## config.mk

```make
export PLATFORM = sky130hd
export DESIGN_NAME = dma_lvl_arbiter
export DESIGN_NICKNAME = d
export VERILOG_FILES = /design/src/rtl/dma_arb_pkg.sv /design/src/rtl/dma_arb_cfg.sv /design/src/rtl/dma_arb_rot_pick.sv /design/src/rtl/dma_arb_lvl_sel.sv /design/src/rtl/dma_lvl_arbiter.sv
export SDC_FILE = /design/constraint.sdc
export NUM_CORES = 1
export LEC_CHECK = 0
export BUFFER_PORTS_ARGS = -buffer_cell sky130_fd_sc_hd__buf_2
export CORE_MARGIN = 2
export CORE_UTILIZATION = 40
export CTS_CLUSTER_SIZE = 14
export DETAILED_ROUTE_END_ITERATION = 16
export HOLD_SLACK_MARGIN = 0.06
export PLACE_DENSITY = 0.67
export RECOVER_POWER = 100
export SLEW_MARGIN = 20
export SYNTH_ARGS = -nofsm -noshare
export SYNTH_HDL_FRONTEND = slang
export SYNTH_SLANG_ARGS = --single-unit
```

## constraint.sdc

```tcl
create_clock -name clk -period 6.07 [get_ports clk]
set_input_delay 0.9105 -clock clk [delete_from_list [all_inputs] [get_ports clk]]
set_output_delay 0.9105 -clock clk [all_outputs]
set_load 0.005 [all_outputs]
```

## src/rtl/dma_arb_pkg.sv

```systemverilog
// Package dma_arb_pkg
// Shared constants and helpers for the configuration word layout of the
// multi-level DMA arbiter. Assumes at most four levels, each with an
// 8-bit slot in a 32-bit word.
package dma_arb_pkg;

    localparam int REG_W      = 32;
    localparam int FIELD_W    = 4;
    localparam int LVL_STRIDE = 8;
    localparam int EN_OFS     = 7;
    localparam int MAX_LVL    = REG_W / LVL_STRIDE;

    // Low bit of the priority-number field of a level
    function automatic int field_lsb(input int lvl);
        return lvl * LVL_STRIDE;
    endfunction

    // Bit position of the round-robin enable of a level
    function automatic int en_pos(input int lvl);
        return lvl * LVL_STRIDE + EN_OFS;
    endfunction

    // Mask of implemented bits for a given level count
    function automatic logic [REG_W-1:0] live_mask(input int n_lvl);
        logic [REG_W-1:0] m;
        m = '0;
        for (int l = 0; l < n_lvl; l++) begin
            m[field_lsb(l) +: FIELD_W] = '1;
            m[en_pos(l)]               = 1'b1;
        end
        return m;
    endfunction

endpackage

```

## src/rtl/dma_arb_cfg.sv

```systemverilog
// Module dma_arb_cfg
// Holds the per-level round-robin enables and priority numbers. A software
// write replaces all levels at once. A round-robin grant update rewrites
// one level's priority number, unless a software write lands in the same
// cycle, in which case the write wins. Assumes NUM_LVL <= MAX_LVL and
// IDX_W <= FIELD_W.
module dma_arb_cfg
    import dma_arb_pkg::*;
#(
    parameter int NUM_LVL = 3,
    parameter int IDX_W   = 4,
    parameter int LVL_W   = 2
) (
    input  logic                       clk,
    input  logic                       rst_n,
    input  logic                       wr_en,
    input  logic [REG_W-1:0]           wr_data,
    input  logic                       upd_vld,
    input  logic [LVL_W-1:0]           upd_lvl,
    input  logic [IDX_W-1:0]           upd_idx,
    output logic [NUM_LVL-1:0]         rr_en,
    output logic [NUM_LVL*FIELD_W-1:0] prio_num,
    output logic [REG_W-1:0]           rd_data
);

    localparam logic [REG_W-1:0] LIVE = live_mask(NUM_LVL);

    logic [NUM_LVL-1:0]              en_q;
    logic [NUM_LVL-1:0][FIELD_W-1:0] num_q;
    logic                            unused_rsv;

    // Reserved write bits are consumed here only to mark them as intentionally dropped
    assign unused_rsv = ^(wr_data & ~LIVE);

    for (genvar l = 0; l < NUM_LVL; l++) begin : g_lvl
        // Per-level state: software write first, then round-robin update
        always_ff @(posedge clk) begin
            if (!rst_n) begin
                en_q[l]  <= 1'b0;
                num_q[l] <= '0;
            end else if (wr_en) begin
                en_q[l]  <= wr_data[en_pos(l)];
                num_q[l] <= wr_data[field_lsb(l) +: FIELD_W];
            end else if (upd_vld && (upd_lvl == LVL_W'(l))) begin
                num_q[l] <= FIELD_W'(upd_idx);
            end
        end
        assign rr_en[l]                        = en_q[l];
        assign prio_num[l*FIELD_W +: FIELD_W]  = num_q[l];
    end

    // Assemble the read-back word; unimplemented bits stay zero
    always_comb begin
        rd_data = '0;
        for (int l = 0; l < NUM_LVL; l++) begin
            rd_data[field_lsb(l) +: FIELD_W] = num_q[l];
            rd_data[en_pos(l)]               = en_q[l];
        end
    end

endmodule

```

## src/rtl/dma_arb_rot_pick.sv

```systemverilog
// Module dma_arb_rot_pick
// Finds the first set bit of a request vector when the search starts at a
// given origin and wraps modulo NUM_CH. The origin may be NUM_CH or larger
// and is reduced first. Purely combinational.
module dma_arb_rot_pick #(
    parameter int NUM_CH = 16,
    parameter int ORG_W  = 5,
    parameter int IDX_W  = 4
) (
    input  logic [NUM_CH-1:0] req,
    input  logic [ORG_W-1:0]  origin,
    output logic              hit,
    output logic [IDX_W-1:0]  idx
);

    // Rotating first-one search from the reduced origin
    always_comb begin
        int unsigned start;
        int unsigned c;
        hit   = 1'b0;
        idx   = '0;
        start = int'(origin) % NUM_CH;
        for (int k = 0; k < NUM_CH; k++) begin
            c = (start + k) % NUM_CH;
            if (!hit && req[c]) begin
                hit = 1'b1;
                idx = IDX_W'(c);
            end
        end
    end

endmodule

```

## src/rtl/dma_arb_lvl_sel.sv

```systemverilog
// Module dma_arb_lvl_sel
// Splits the request vector into one vector per level from the per-channel
// level codes, and reports the highest level with a pending request.
// Channels whose code is not below NUM_LVL land in no level.
module dma_arb_lvl_sel #(
    parameter int NUM_CH  = 16,
    parameter int NUM_LVL = 3,
    parameter int LVL_W   = 2
) (
    input  logic [NUM_CH-1:0]              req,
    input  logic [NUM_CH*LVL_W-1:0]        ch_lvl,
    output logic [NUM_LVL-1:0][NUM_CH-1:0] lvl_req,
    output logic [LVL_W-1:0]               top_lvl,
    output logic                           any_req
);

    for (genvar l = 0; l < NUM_LVL; l++) begin : g_lvl
        for (genvar c = 0; c < NUM_CH; c++) begin : g_ch
            assign lvl_req[l][c] = req[c] && (ch_lvl[c*LVL_W +: LVL_W] == LVL_W'(l));
        end
    end

    // Scan upward so the highest pending level is the one kept
    always_comb begin
        top_lvl = '0;
        any_req = 1'b0;
        for (int l = 0; l < NUM_LVL; l++) begin
            if (|lvl_req[l]) begin
                top_lvl = LVL_W'(l);
                any_req = 1'b1;
            end
        end
    end

endmodule

```

## src/rtl/dma_lvl_arbiter.sv

```systemverilog
// Module dma_lvl_arbiter
// Top of the multi-level DMA channel arbiter. One rotating picker per level
// runs in parallel, and its origin is the level's priority number (static)
// or that number plus one (round-robin). The highest pending level supplies
// the winner. The grant is registered and is re-evaluated only when idle or
// released. Assumes 2 <= NUM_CH <= 16 and 1 <= NUM_LVL <= 4.
module dma_lvl_arbiter
    import dma_arb_pkg::*;
#(
    parameter int  NUM_CH  = 16,
    parameter int  NUM_LVL = 3,
    localparam int LVL_W   = (NUM_LVL > 1) ? $clog2(NUM_LVL) : 1,
    localparam int IDX_W   = $clog2(NUM_CH)
) (
    input  logic                    clk,
    input  logic                    rst_n,
    input  logic [NUM_CH-1:0]       req_i,
    input  logic [NUM_CH*LVL_W-1:0] ch_lvl_i,
    input  logic                    gnt_done_i,
    input  logic                    cfg_we_i,
    input  logic [31:0]             cfg_wdata_i,
    output logic [31:0]             cfg_rdata_o,
    output logic [NUM_CH-1:0]       gnt_o,
    output logic                    gnt_valid_o,
    output logic [IDX_W-1:0]        gnt_idx_o
);

    localparam int ORG_W = FIELD_W + 1;

    logic [NUM_LVL-1:0]              rr_en;
    logic [NUM_LVL*FIELD_W-1:0]      prio_num;
    logic [NUM_LVL-1:0][NUM_CH-1:0]  lvl_req;
    logic [LVL_W-1:0]                top_lvl;
    logic                            any_req;
    logic [NUM_LVL-1:0]              pick_hit;
    logic [NUM_LVL-1:0][IDX_W-1:0]   pick_idx;
    logic [IDX_W-1:0]                win_idx;
    logic                            win_rr;
    logic                            arb_now;
    logic                            gnt_valid_q;
    logic [IDX_W-1:0]                gnt_idx_q;

    dma_arb_cfg #(
        .NUM_LVL (NUM_LVL),
        .IDX_W   (IDX_W),
        .LVL_W   (LVL_W)
    ) u_cfg (
        .clk      (clk),
        .rst_n    (rst_n),
        .wr_en    (cfg_we_i),
        .wr_data  (cfg_wdata_i),
        .upd_vld  (arb_now && any_req && win_rr),
        .upd_lvl  (top_lvl),
        .upd_idx  (win_idx),
        .rr_en    (rr_en),
        .prio_num (prio_num),
        .rd_data  (cfg_rdata_o)
    );

    dma_arb_lvl_sel #(
        .NUM_CH  (NUM_CH),
        .NUM_LVL (NUM_LVL),
        .LVL_W   (LVL_W)
    ) u_sel (
        .req     (req_i),
        .ch_lvl  (ch_lvl_i),
        .lvl_req (lvl_req),
        .top_lvl (top_lvl),
        .any_req (any_req)
    );

    for (genvar l = 0; l < NUM_LVL; l++) begin : g_pick
        logic [ORG_W-1:0] origin;
        // Round-robin starts after the last grant; static starts at the field
        assign origin = rr_en[l] ? ({1'b0, prio_num[l*FIELD_W +: FIELD_W]} + ORG_W'(1))
                                 :  {1'b0, prio_num[l*FIELD_W +: FIELD_W]};
        dma_arb_rot_pick #(
            .NUM_CH (NUM_CH),
            .ORG_W  (ORG_W),
            .IDX_W  (IDX_W)
        ) u_pick (
            .req    (lvl_req[l]),
            .origin (origin),
            .hit    (pick_hit[l]),
            .idx    (pick_idx[l])
        );
    end

    // Select the winning level's pick and its mode
    always_comb begin
        win_idx = '0;
        win_rr  = 1'b0;
        for (int l = 0; l < NUM_LVL; l++) begin
            if (top_lvl == LVL_W'(l) && pick_hit[l]) begin
                win_idx = pick_idx[l];
                win_rr  = rr_en[l];
            end
        end
    end

    assign arb_now = !gnt_valid_q || gnt_done_i;

    // Grant register: re-arbitrate when idle or released, otherwise hold
    always_ff @(posedge clk) begin
        if (!rst_n) begin
            gnt_valid_q <= 1'b0;
            gnt_idx_q   <= '0;
        end else if (arb_now) begin
            gnt_valid_q <= any_req;
            gnt_idx_q   <= any_req ? win_idx : '0;
        end
    end

    // One-hot decode of the held grant
    always_comb begin
        gnt_o = '0;
        if (gnt_valid_q) gnt_o[gnt_idx_q] = 1'b1;
    end

    assign gnt_valid_o = gnt_valid_q;
    assign gnt_idx_o   = gnt_idx_q;

endmodule

```

==> impl_metrics.env, run 1 <==
export IMPL_sequentialPowerShare=0.069
export IMPL_cts_setup_buffers=0
export IMPL_routed_wl_um=36600
export IMPL_ys_types=93
export IMPL_grt_setup_unrepaired="false"
export IMPL_max_stage_delay_ns=0.80
export IMPL_fin_setup_tns_ns=0
export IMPL_crit_type="reg2reg"
export IMPL_dieArea_um2=24830
export IMPL_rows=56
export IMPL_setup_viol=0
export IMPL_cap_violations=0
export IMPL_antenna_found_initial=0
export IMPL_yosysTopAreaCell="mux4_2"
export IMPL_grt_max_degree=30
export IMPL_finalNonFillerCells=1610
export IMPL_clockPowerShare=0.064
export IMPL_synthTopCellsByCount="111 x mux2i_1, 96 x nand2_1, 95 x nor2_1"
export IMPL_portBuffers=102
export IMPL_layout_min_cycle_time_ns=5.683
export IMPL_yosysSeqAreaShare=0.04244
export IMPL_pin_count=137
export IMPL_synth_seq_cells=20
export IMPL_cts_resized=0
export IMPL_vias_per_cell=6.726
export IMPL_crit_slowest_cell="xnor2_2"
export IMPL_crit_family="simple AND/OR/NAND/NOR gates"
export IMPL_nFillCells=2391
export IMPL_vdd_ir_drop_max_v=0.0001202
export IMPL_grt_pass1_wl_um=55350
export IMPL_synth_flop_cell="dfxtp_1"
export IMPL_finalWeightedCongestion=0.9820
export IMPL_final_area_um2=10380
export IMPL_p_sw_mw=1.601
export IMPL_vias=10830
export IMPL_cts_buffers=3
export IMPL_cts_sinks=20
export IMPL_synth_cells=1201
export IMPL_core_um2=23330
export IMPL_synth_area_um2=9434
export IMPL_fmax_ghz=0.1759
export IMPL_power_mw=2.849
export IMPL_gr_usage_all_layers=0.2829
export IMPL_grt_pass1_vias=9764
export IMPL_clockBufferDepth=2
export IMPL_htree_levels=1
export IMPL_cts_hold_buffers=0
export IMPL_root_buffer="clkbuf_16"
export IMPL_dp_cells=1606
export IMPL_critPathRequiredTime_ns=6.24
export IMPL_status="finished clean"
export IMPL_synth_area_leaders="mux4_2 13%, mux2i_1 12%, mux2_2 4.8%"
export IMPL_fp_dieH_um=157.6
export IMPL_hp_class="reg2reg"
export IMPL_final_layout_size_suffix_gt1_frac=0.1890
export IMPL_slew_headroom=0.3604
export IMPL_avgRoutedWirePerCell_um=22.74
export IMPL_start_util=0.4043
export IMPL_slew_viol_final=0
export IMPL_grt_ovfl_total=0
export IMPL_n_antenna_cell=0
export IMPL_cp_end_kind="flop"
export IMPL_fin_worst_skew_ns=0.003772
export IMPL_place_hpwl_um=29320
export IMPL_synth_edf_count=0
export IMPL_clk_latency_ns=0.25
export IMPL_cp_max_fo=17
export IMPL_yosysMostFrequentCell="mux2i_1"
export IMPL_startpoint_type="flop"
export IMPL_hold_violations=0
export IMPL_drc=0
export IMPL_ant_nets=0
export IMPL_synth_top_cell_area_share=0.1289
export IMPL_clk_pin_slew_worst_paths_ns=0.06
export IMPL_avgSynthCellArea_um2=7.855
export IMPL_arrival_ns=5.85
export IMPL_drt_iter0_drc=1279
export IMPL_cp_cell_sequence="xnor2_2, inv_2, ha_1, xnor3_1, mux4_2, or4_4, nor4b_4, nand3_1, o31ai_1, a31oi_1, o2111ai_1, a211oi_1, nor3_1"
export IMPL_period_share=0.9363
export IMPL_cts_tree="yes"
export IMPL_synthArstFlopShare=0
export IMPL_syn_to_final_growth_pct=9.987
export IMPL_p_leak_nw=4.095
export IMPL_worst_pin_slew_ns=0.9562
export IMPL_p_per_area_nw_per_um2=274.6
export IMPL_post_dp_cell_area_um2=10330
export IMPL_yosys_warnings=0
export IMPL_p_comb_frac=0.868
export IMPL_cp_num_buf_inv=1
export IMPL_die_x_um=157.6
export IMPL_nets=1396
export IMPL_first_pass_iters=6
export IMPL_p_int_mw=1.248
export IMPL_p_sw_frac=0.5618
export IMPL_fin_hold_ws_ns=0.5312
per-layer routing:
layer	routed length [um]	track usage	vias up	part of all wire
li1	-	-	4864	-
met1	14550	0.3768	5150	0.40
met2	16470	0.4606	687	0.45
met3	3504	0.03285	128	0.096
met4	2073	0.1268	0	0.057
met5	0	0	-	0
stage by stage:
step	setup WS, ns	utilization
2_1_floorplan	1.104	-
3_3_place_gp	0.5786	0.4429
3_5_place_dp	0.5037	0.4429
4_1_cts	0.4037	0.4474
5_1_grt	0.04969	0.4447
6_report	0.3865	0.4447
registers in the layout, indices dropped and copies added (netlist names):
signal          count
u_cfg.prio_num     12
gnt_idx_o           4
u_cfg.rd_data       3
gnt_valid_o         1
worst register-to-register path: cells and delay by family (launching register included):
family | cells | cell delay [ns]
muxes | 1 | 0.65
adders and majority gates | 1 | 0.35
buffers and inverters | 1 | 0.37
AOI/OAI and AO/OA | 4 | 0.97
DFF | 1 | 0.49
xor gates and xnor gates | 2 | 1.34
and+or+nand+nor | 4 | 1.44
layout make-up:
cell class,instances,area [um2],area share
multi-input cells,1085,8529,0.8220
repair buffers,152,827.0,0.07971
flip-flops and latches,20,400.4,0.03859
well taps,319,399.1,0.03847
inverters,30,115.1,0.01109
clock buffers,3,75.07,0.007235
clock inverters,1,30.03,0.002894
cells in the final DEF (no fill, tap or decap), drive strengths merged, types with 14 or more instances in the layout:
cell / count
nor3: 42
conb: 17
nor4: 14
o211ai: 24
o31ai: 20
ha: 20
nor2: 95
o21ai: 62
buf: 117
mux2i: 111
mux2: 40
a211oi: 17
clkbuf: 38
dfxtp: 20
and2: 18
xnor2: 30
and3b: 36
a21boi: 14
inv: 27
nor3b: 19
nand2: 97
nand3b: 28
nand3: 33
mux4: 56
nor2b: 17
nand4: 19
a21oi: 59
o22ai: 17
power groups by stage:
stage	clock network [mW]	registers [mW]	logic (mW)
2_1_floorplan	0	0.178	1.71
3_3_place_gp	0	0.196	2.40
3_5_place_dp	0	0.197	2.39
4_1_cts	0.181	0.194	2.41
5_1_grt	0.187	0.199	2.64
6_report	0.181	0.196	2.47
cell families after synthesis:
logic type | Yosys count | synth area share
flops | 20 | 0.04244
mux | 207 | 0.3000
buf+inv | 112 | 0.06021
fa+ha+maj | 20 | 0.02653
compound gates | 318 | 0.2310
xor+xnor | 39 | 0.05000
other cells | 1 | 0.0003975
simple gates | 484 | 0.2894
worst paths after layout:
| path | from | endpoint | slack, ns | cells after the start |
|---|---|---|---|---|
| max | u_cfg.rd_data[7]$_SDFFE_PN0P_ | u_cfg.prio_num[3]$_SDFFE_PN0P_ | 0.39 | 13 |
| max reg2reg | u_cfg.rd_data[7]$_SDFFE_PN0P_ | u_cfg.prio_num[3]$_SDFFE_PN0P_ | 0.39 | 13 |
| min | gnt_idx_o[3]$_SDFFE_PN0N_ | gnt_idx_o[3]$_SDFFE_PN0N_ | 0.53 | 2 |
| min reg2reg | gnt_idx_o[3]$_SDFFE_PN0N_ | gnt_idx_o[3]$_SDFFE_PN0N_ | 0.53 | 2 |
(Power assumes the default switching activity.)
==> inputs of run 2 (changes only) <==
--- a/config.mk
+++ b/config.mk
@@ -8,6 +8,7 @@
 export BUFFER_PORTS_ARGS = -buffer_cell sky130_fd_sc_hd__buf_2
 export CORE_MARGIN = 2
 export CORE_UTILIZATION = 40
+export CTS_BUF_LIST = sky130_fd_sc_hd__clkbuf_2
 export CTS_CLUSTER_SIZE = 14
 export DETAILED_ROUTE_END_ITERATION = 16
 export HOLD_SLACK_MARGIN = 0.06
==> run 2 against run 1 <==
Flip-flop and latch count unchanged. Routed wire length about the same. Clock skew increased by 0.010 ns. Fmax increased by 0.59%. Critical path type unchanged. Critical endpoint unchanged. Highest routed layer unchanged.
==> impl_metrics.env, run 2 (synthesis results as in run 1) <==
export IMPL_rr_startpoint="u_cfg.rd_data[7]$_SDFFE_PN0P_"
export IMPL_cp_end_kind="flop"
export IMPL_cts_sinks=20
export IMPL_fmax_ghz=0.1770
export IMPL_critPathRequiredTime_ns=6.35
export IMPL_grt_max_degree=30
export IMPL_portBuffers=102
export IMPL_fin_hold_ws_ns=0.5439
export IMPL_pin_count=137
export IMPL_hold_violations=0
export IMPL_drc=0
export IMPL_power_mw=2.774
export IMPL_reg2reg_to="u_cfg.prio_num[3]$_SDFFE_PN0P_"
export IMPL_cts_buffers=3
export IMPL_slew_viol_final=0
export IMPL_hp_class="reg2reg"
export IMPL_fin_setup_tns_ns=0
export IMPL_gr_usage_all_layers=0.2829
export IMPL_die_x_um=157.6
export IMPL_ff2ff_setup_slack_ns=0.42
export IMPL_avgRoutedWirePerCell_um=22.72
export IMPL_antenna_found_initial=0
export IMPL_r2r_cells=13
export IMPL_layout_min_cycle_time_ns=5.650
export IMPL_cts_setup_buffers=0
export IMPL_p_sw_frac=0.5764
export IMPL_setup_viol=0
export IMPL_multiInputGateArea_um2=8533
export IMPL_core_um2=23330
export IMPL_p_sw_mw=1.599
export IMPL_grt_setup_unrepaired="false"
export IMPL_period_share=0.9308
export IMPL_arrival_ns=5.93
export IMPL_rows=56
export IMPL_cp_cell_sequence="xnor2_2, inv_2, ha_1, xnor3_1, mux4_2, or4_4, nor4b_4, nand3_1, o31ai_1, a31oi_1, o2111ai_1, a211oi_1, nor3_1"
export IMPL_hold_start="gnt_idx_o[3]$_SDFFE_PN0N_"
export IMPL_p_comb_frac=0.893
export IMPL_clockBufferDepth=2
export IMPL_clockPowerShare=0.036
export IMPL_finalWeightedCongestion=0.9820
export IMPL_fin_worst_skew_ns=0.01416
export IMPL_ant_nets=0
export IMPL_syn_to_final_growth_pct=9.390
export IMPL_status="finished clean"
export IMPL_vdd_ir_drop_max_v=0.0001194
export IMPL_start_util=0.4043
export IMPL_fin_util=0.4423
export IMPL_n_antenna_cell=0
export IMPL_p_per_area_nw_per_um2=268.8
export IMPL_setup_worst_path_end="u_cfg.prio_num[3]$_SDFFE_PN0P_"
export IMPL_p_int_mw=1.175
export IMPL_layout_commonest_cell="mux2i_1"
export IMPL_vias=10770
export IMPL_root_buffer="clkbuf_2"
export IMPL_regArea_um2=400.4
export IMPL_grt_pass1_wl_um=55380
export IMPL_cts_resized=0
export IMPL_vias_per_cell=6.688
export IMPL_worst_pin_slew_ns=0.9509
export IMPL_nFillCells=2403
export IMPL_routed_wl_um=36580
export IMPL_cts_tree="yes"
export IMPL_cp_max_fo=17
export IMPL_mostFrequentLayoutCells="111 x mux2i_1, 96 x nand2_1, 95 x nor2_1"
export IMPL_largest_reg_flops=12
export IMPL_fp_dieH_um=157.6
export IMPL_first_pass_iters=6
export IMPL_p_leak_nw=4.071
export IMPL_place_ws_ns=0.5037
export IMPL_grt_ovfl_total=0
export IMPL_max_stage_delay_ns=0.81
export IMPL_cts_hold_buffers=0
export IMPL_dieArea_um2=24830
export IMPL_clk_pin_slew_worst_paths_ns=0.21
export IMPL_setup_slack_ns=0.4198
export IMPL_startpoint_type="flop"
export IMPL_drt_iter0_drc=1242
export IMPL_final_layout_size_suffix_gt1_frac=0.1898
export IMPL_grt_pass1_vias=9794
export IMPL_htree_levels=1
export IMPL_crit_start="u_cfg.rd_data[7]$_SDFFE_PN0P_"
export IMPL_sequentialPowerShare=0.070
export IMPL_crit_slowest_cell="xnor2_2"
export IMPL_nets=1396
export IMPL_slew_headroom=0.3639
export IMPL_cap_violations=0
export IMPL_clk_latency_ns=0.33
export IMPL_place_hpwl_um=29320
export IMPL_crit_type="reg2reg"
[run 2: cell counts in the layout (fill, tap and decap cells not counted)]
No cell type changed its count.
[run 2: power groups by stage]
stage	sequential (mW)	clock, mW	combinational [mW]
2_1_floorplan	0.178	0	1.71
3_3_place_gp	0.196	0	2.40
3_5_place_dp	0.197	0	2.39
4_1_cts	0.194	0.101	2.41
5_1_grt	0.199	0.107	2.64
6_report	0.195	0.101	2.48
[run 2: critical path, delay by kind of cell (launching register included)]
kind	cells	cell delay [ns]
AND/OR/NAND/NOR	4	1.41
flip-flops	1	0.53
buffers and inverters	1	0.36
multiplexers	1	0.66
XOR/XNOR	2	1.35
AO/OA/AOI/OAI	4	0.94
adder cells (fa/ha/maj)	1	0.35
[run 2: final cells by class]
cell class              count  area share
flip-flops and latches     20     0.03880
repair buffers            152     0.08014
well taps                 319     0.03868
clock inverters             1    0.002910
clock buffers               3    0.001455
multi-input cells        1085      0.8269
inverters                  30     0.01115
[run 2: how the worst min path moves through the flow]
stage,endpoint,slack (ns),cells after the start
5_1_grt,gnt_idx_o[3]$_SDFFE_PN0N_,0.62,2
3_3_place_gp,gnt_idx_o[3]$_SDFFE_PN0N_,0.51,2
6_report,gnt_idx_o[3]$_SDFFE_PN0N_,0.54,2
4_1_cts,gnt_idx_o[3]$_SDFFE_PN0N_,0.53,2
3_5_place_dp,gnt_idx_o[3]$_SDFFE_PN0N_,0.51,2
2_1_floorplan,gnt_idx_o[3]$_SDFFE_PN0N_,0.49,2
[run 2: stage by stage]
| step | std cells | area [um2] |
|---|---|---|
| final | 1610 | 10320 |
| after global routing | 1610 | 10320 |
| after CTS | 1610 | 10380 |
| after detailed placement | 1606 | 10330 |
| after global placement | 1606 | 10330 |
| after floorplan | 1217 | 9494 |
[run 2: per-layer routing]
metal	vias up	share of wire	global-route usage	wire length (um)
met2	660	0.45	0.4608	16490
met3	117	0.093	0.03039	3386
met1	5123	0.40	0.3770	14750
li1	4868	-	-	-
met5	-	0	0	0
met4	0	0.053	0.1294	1954
==> inputs of run 3 (changes only) <==
--- a/config.mk
+++ b/config.mk
@@ -6,6 +6,7 @@
 export NUM_CORES = 1
 export LEC_CHECK = 0
 export BUFFER_PORTS_ARGS = -buffer_cell sky130_fd_sc_hd__buf_2
+export CORE_ASPECT_RATIO = 0.8
 export CORE_MARGIN = 2
 export CORE_UTILIZATION = 40
 export CTS_BUF_LIST = sky130_fd_sc_hd__clkbuf_2
@@ -13,7 +14,6 @@
 export DETAILED_ROUTE_END_ITERATION = 16
 export HOLD_SLACK_MARGIN = 0.06
 export PLACE_DENSITY = 0.67
-export RECOVER_POWER = 100
 export SLEW_MARGIN = 20
 export SYNTH_ARGS = -nofsm -noshare
 export SYNTH_HDL_FRONTEND = slang
==> run 3 against run 2 <==
Setup slack worse by 0.094 ns. Sequential power grew 4%. Utilization barely moved. Clock power decreased by 41%. Power down 2.0%. Die area barely moved. Critical path type unchanged. Register-to-register slack worse by 0.09 ns.
==> impl_metrics.env, run 3 (synthesis results as in run 1) <==
export IMPL_power_mw=2.719
export IMPL_slew_viol_final=0
export IMPL_cp_max_fo=12
export IMPL_first_pass_iters=7
export IMPL_cp_end_kind="flop"
export IMPL_worst_path_most_repeated_cell="mux2i_1"
export IMPL_clockBufferDepth=2
export IMPL_r2r_cells=13
export IMPL_routed_wl_um=36880
export IMPL_final_area_um2=10290
export IMPL_hp_class="reg2reg"
export IMPL_root_buffer="clkbuf_2"
export IMPL_layout_min_cycle_time_ns=5.744
export IMPL_reg2reg_to="u_cfg.prio_num[3]$_SDFFE_PN0P_"
export IMPL_pin_count=137
export IMPL_vias=10930
export IMPL_drc=0
export IMPL_nets=1388
export IMPL_crit_start="u_cfg.prio_num[0]$_SDFFE_PN0P_"
export IMPL_period_share=0.9463
export IMPL_arrival_ns=5.98
export IMPL_vdd_ir_drop_max_v=0.0001183
export IMPL_layout_commonest_cell="mux2i_1"
export IMPL_fin_worst_skew_ns=0.02140
export IMPL_cts_buffers=3
export IMPL_avgRoutedWirePerCell_um=23.12
export IMPL_clk_latency_ns=0.34
export IMPL_start_util=0.4054
export IMPL_cp_cell_sequence="xnor2_2, inv_2, mux2i_1, mux2i_1, mux4_2, or4_4, nor4b_4, nand2_1, o21ai_0, o21bai_1, o2111ai_1, a211oi_1, nor3_1"
export IMPL_rows=50
export IMPL_ff2ff_setup_slack_ns=0.33
export IMPL_crit_type="reg2reg"
export IMPL_gr_usage_all_layers=0.2840
export IMPL_drt_iter0_drc=1560
export IMPL_crit_family="multiplexers"
export IMPL_grt_pass1_vias=9523
export IMPL_grt_pass1_wl_um=55810
export IMPL_crit_slowest_cell="xnor2_2"
export IMPL_worst_pin_slew_ns=0.9911
export IMPL_post_dp_cell_area_um2=10260
export IMPL_die_x_um=175.7
export IMPL_status="finished clean"
export IMPL_fin_setup_tns_ns=0
export IMPL_cp_depth=13
export IMPL_rr_startpoint="u_cfg.prio_num[0]$_SDFFE_PN0P_"
export IMPL_grt_ovfl_total=0
export IMPL_hold_violations=0
export IMPL_n_antenna_cell=0
export IMPL_fp_dieH_um=141.4
export IMPL_portBuffers=102
export IMPL_antenna_found_initial=0
export IMPL_max_stage_delay_ns=0.80
export IMPL_core_um2=23270
export IMPL_p_per_area_nw_per_um2=264.2
export IMPL_final_layout_size_suffix_gt1_frac=0.2120
export IMPL_vias_per_cell=6.850
export IMPL_syn_to_final_growth_pct=9.085
export IMPL_mostFrequentLayoutCells="111 x mux2i_1, 102 x buf_2, 96 x nand2_1"
export IMPL_htree_levels=1
export IMPL_finalWeightedCongestion=1.002
export IMPL_cts_resized=0
export IMPL_slew_headroom=0.3360
export IMPL_startpoint_type="flop"
export IMPL_cap_violations=0
export IMPL_critPathRequiredTime_ns=6.31
export IMPL_grt_setup_unrepaired="false"
export IMPL_place_hpwl_um=29460
export IMPL_nFillCells=2354
export IMPL_fmax_ghz=0.1741
export IMPL_clk_pin_slew_worst_paths_ns=0.19
export IMPL_largest_reg_flops=12
export IMPL_cts_setup_buffers=0
export IMPL_cp_num_buf_inv=1
export IMPL_setup_viol=0
export IMPL_cts_hold_buffers=0
export IMPL_ant_nets=0
export IMPL_p_leak_nw=4.161
export IMPL_cts_sinks=20
export IMPL_grt_max_degree=30
export IMPL_cts_tree="yes"
export IMPL_dieArea_um2=24840
export IMPL_setup_worst_path_end="u_cfg.prio_num[3]$_SDFFE_PN0P_"
-- run 3: cell count changes in the layout (fill, tap and decap cells not counted), sizes merged --
cell / previous run / this run
clkbuf: 38 / 3
bufinv: 1 / 0
clkinv: 3 / 4
buf: 117 / 144
-- run 3: layout make-up --
class,count,area (um2),share of cell area
flip-flops and latches,20,400.4,0.03891
multi-input cells,1085,8541,0.8299
inverters,30,115.1,0.01119
clock buffers,3,15.01,0.001459
repair buffers,144,825.8,0.08024
clock inverters,1,3.754,0.0003647
well taps,312,390.4,0.03793
-- run 3: metal layers --
metal	vias up	part of all wire	track usage
li1	4837	-	-
met1	5192	0.43	0.4291
met2	828	0.40	0.3974
met3	69	0.14	0.07556
met4	0	0.026	0.06438
met5	-	0	0
-- run 3: metrics by stage --
step                cells  worst slack [ns]  hold WS (ns)    util
global placement     1591            0.5694        0.5228  0.4411
CTS                  1595            0.4402        0.5572  0.4419
detailed placement   1591            0.4646        0.5295  0.4411
finish               1595            0.3262        0.5742  0.4422
global route         1595           0.07736        0.5781  0.4422
floorplan            1217             1.104        0.4913       -
-- run 3: worst min-delay path by stage --
stage                                    startpoint                         to  slack (ns)  depth (start not counted)
after floorplan           gnt_idx_o[3]$_SDFFE_PN0N_  gnt_idx_o[3]$_SDFFE_PN0N_        0.49                          2
after global placement    gnt_idx_o[3]$_SDFFE_PN0N_  gnt_idx_o[3]$_SDFFE_PN0N_        0.52                          2
after detailed placement  gnt_idx_o[3]$_SDFFE_PN0N_  gnt_idx_o[3]$_SDFFE_PN0N_        0.53                          2
after CTS                 gnt_idx_o[3]$_SDFFE_PN0N_  gnt_idx_o[3]$_SDFFE_PN0N_        0.56                          2
after global routing      gnt_idx_o[3]$_SDFFE_PN0N_  gnt_idx_o[3]$_SDFFE_PN0N_        0.58                          2
final                     gnt_idx_o[3]$_SDFFE_PN0N_  gnt_idx_o[3]$_SDFFE_PN0N_        0.57                          2
-- run 3: worst reg2reg max path: cells and delay by family, from the launching register on --
family	cells	cell delay, ns
AOI/OAI and AO/OA	4	1.28
DFF	1	0.45
and+or+nand+nor	4	1.30
xor gates and xnor gates	1	0.80
muxes	3	1.48
buffers and inverters	1	0.36
-- run 3: power by group --
| group | switching [mW] | total [mW] | internal (mW) |
|---|---|---|---|
| logic | 1.50 | 2.46 | 0.958 |
| registers | 0.0496 | 0.202 | 0.152 |
| clock network | 0.0457 | 0.0600 | 0.0143 |
| total | 1.59 | 2.72 | 1.12 |
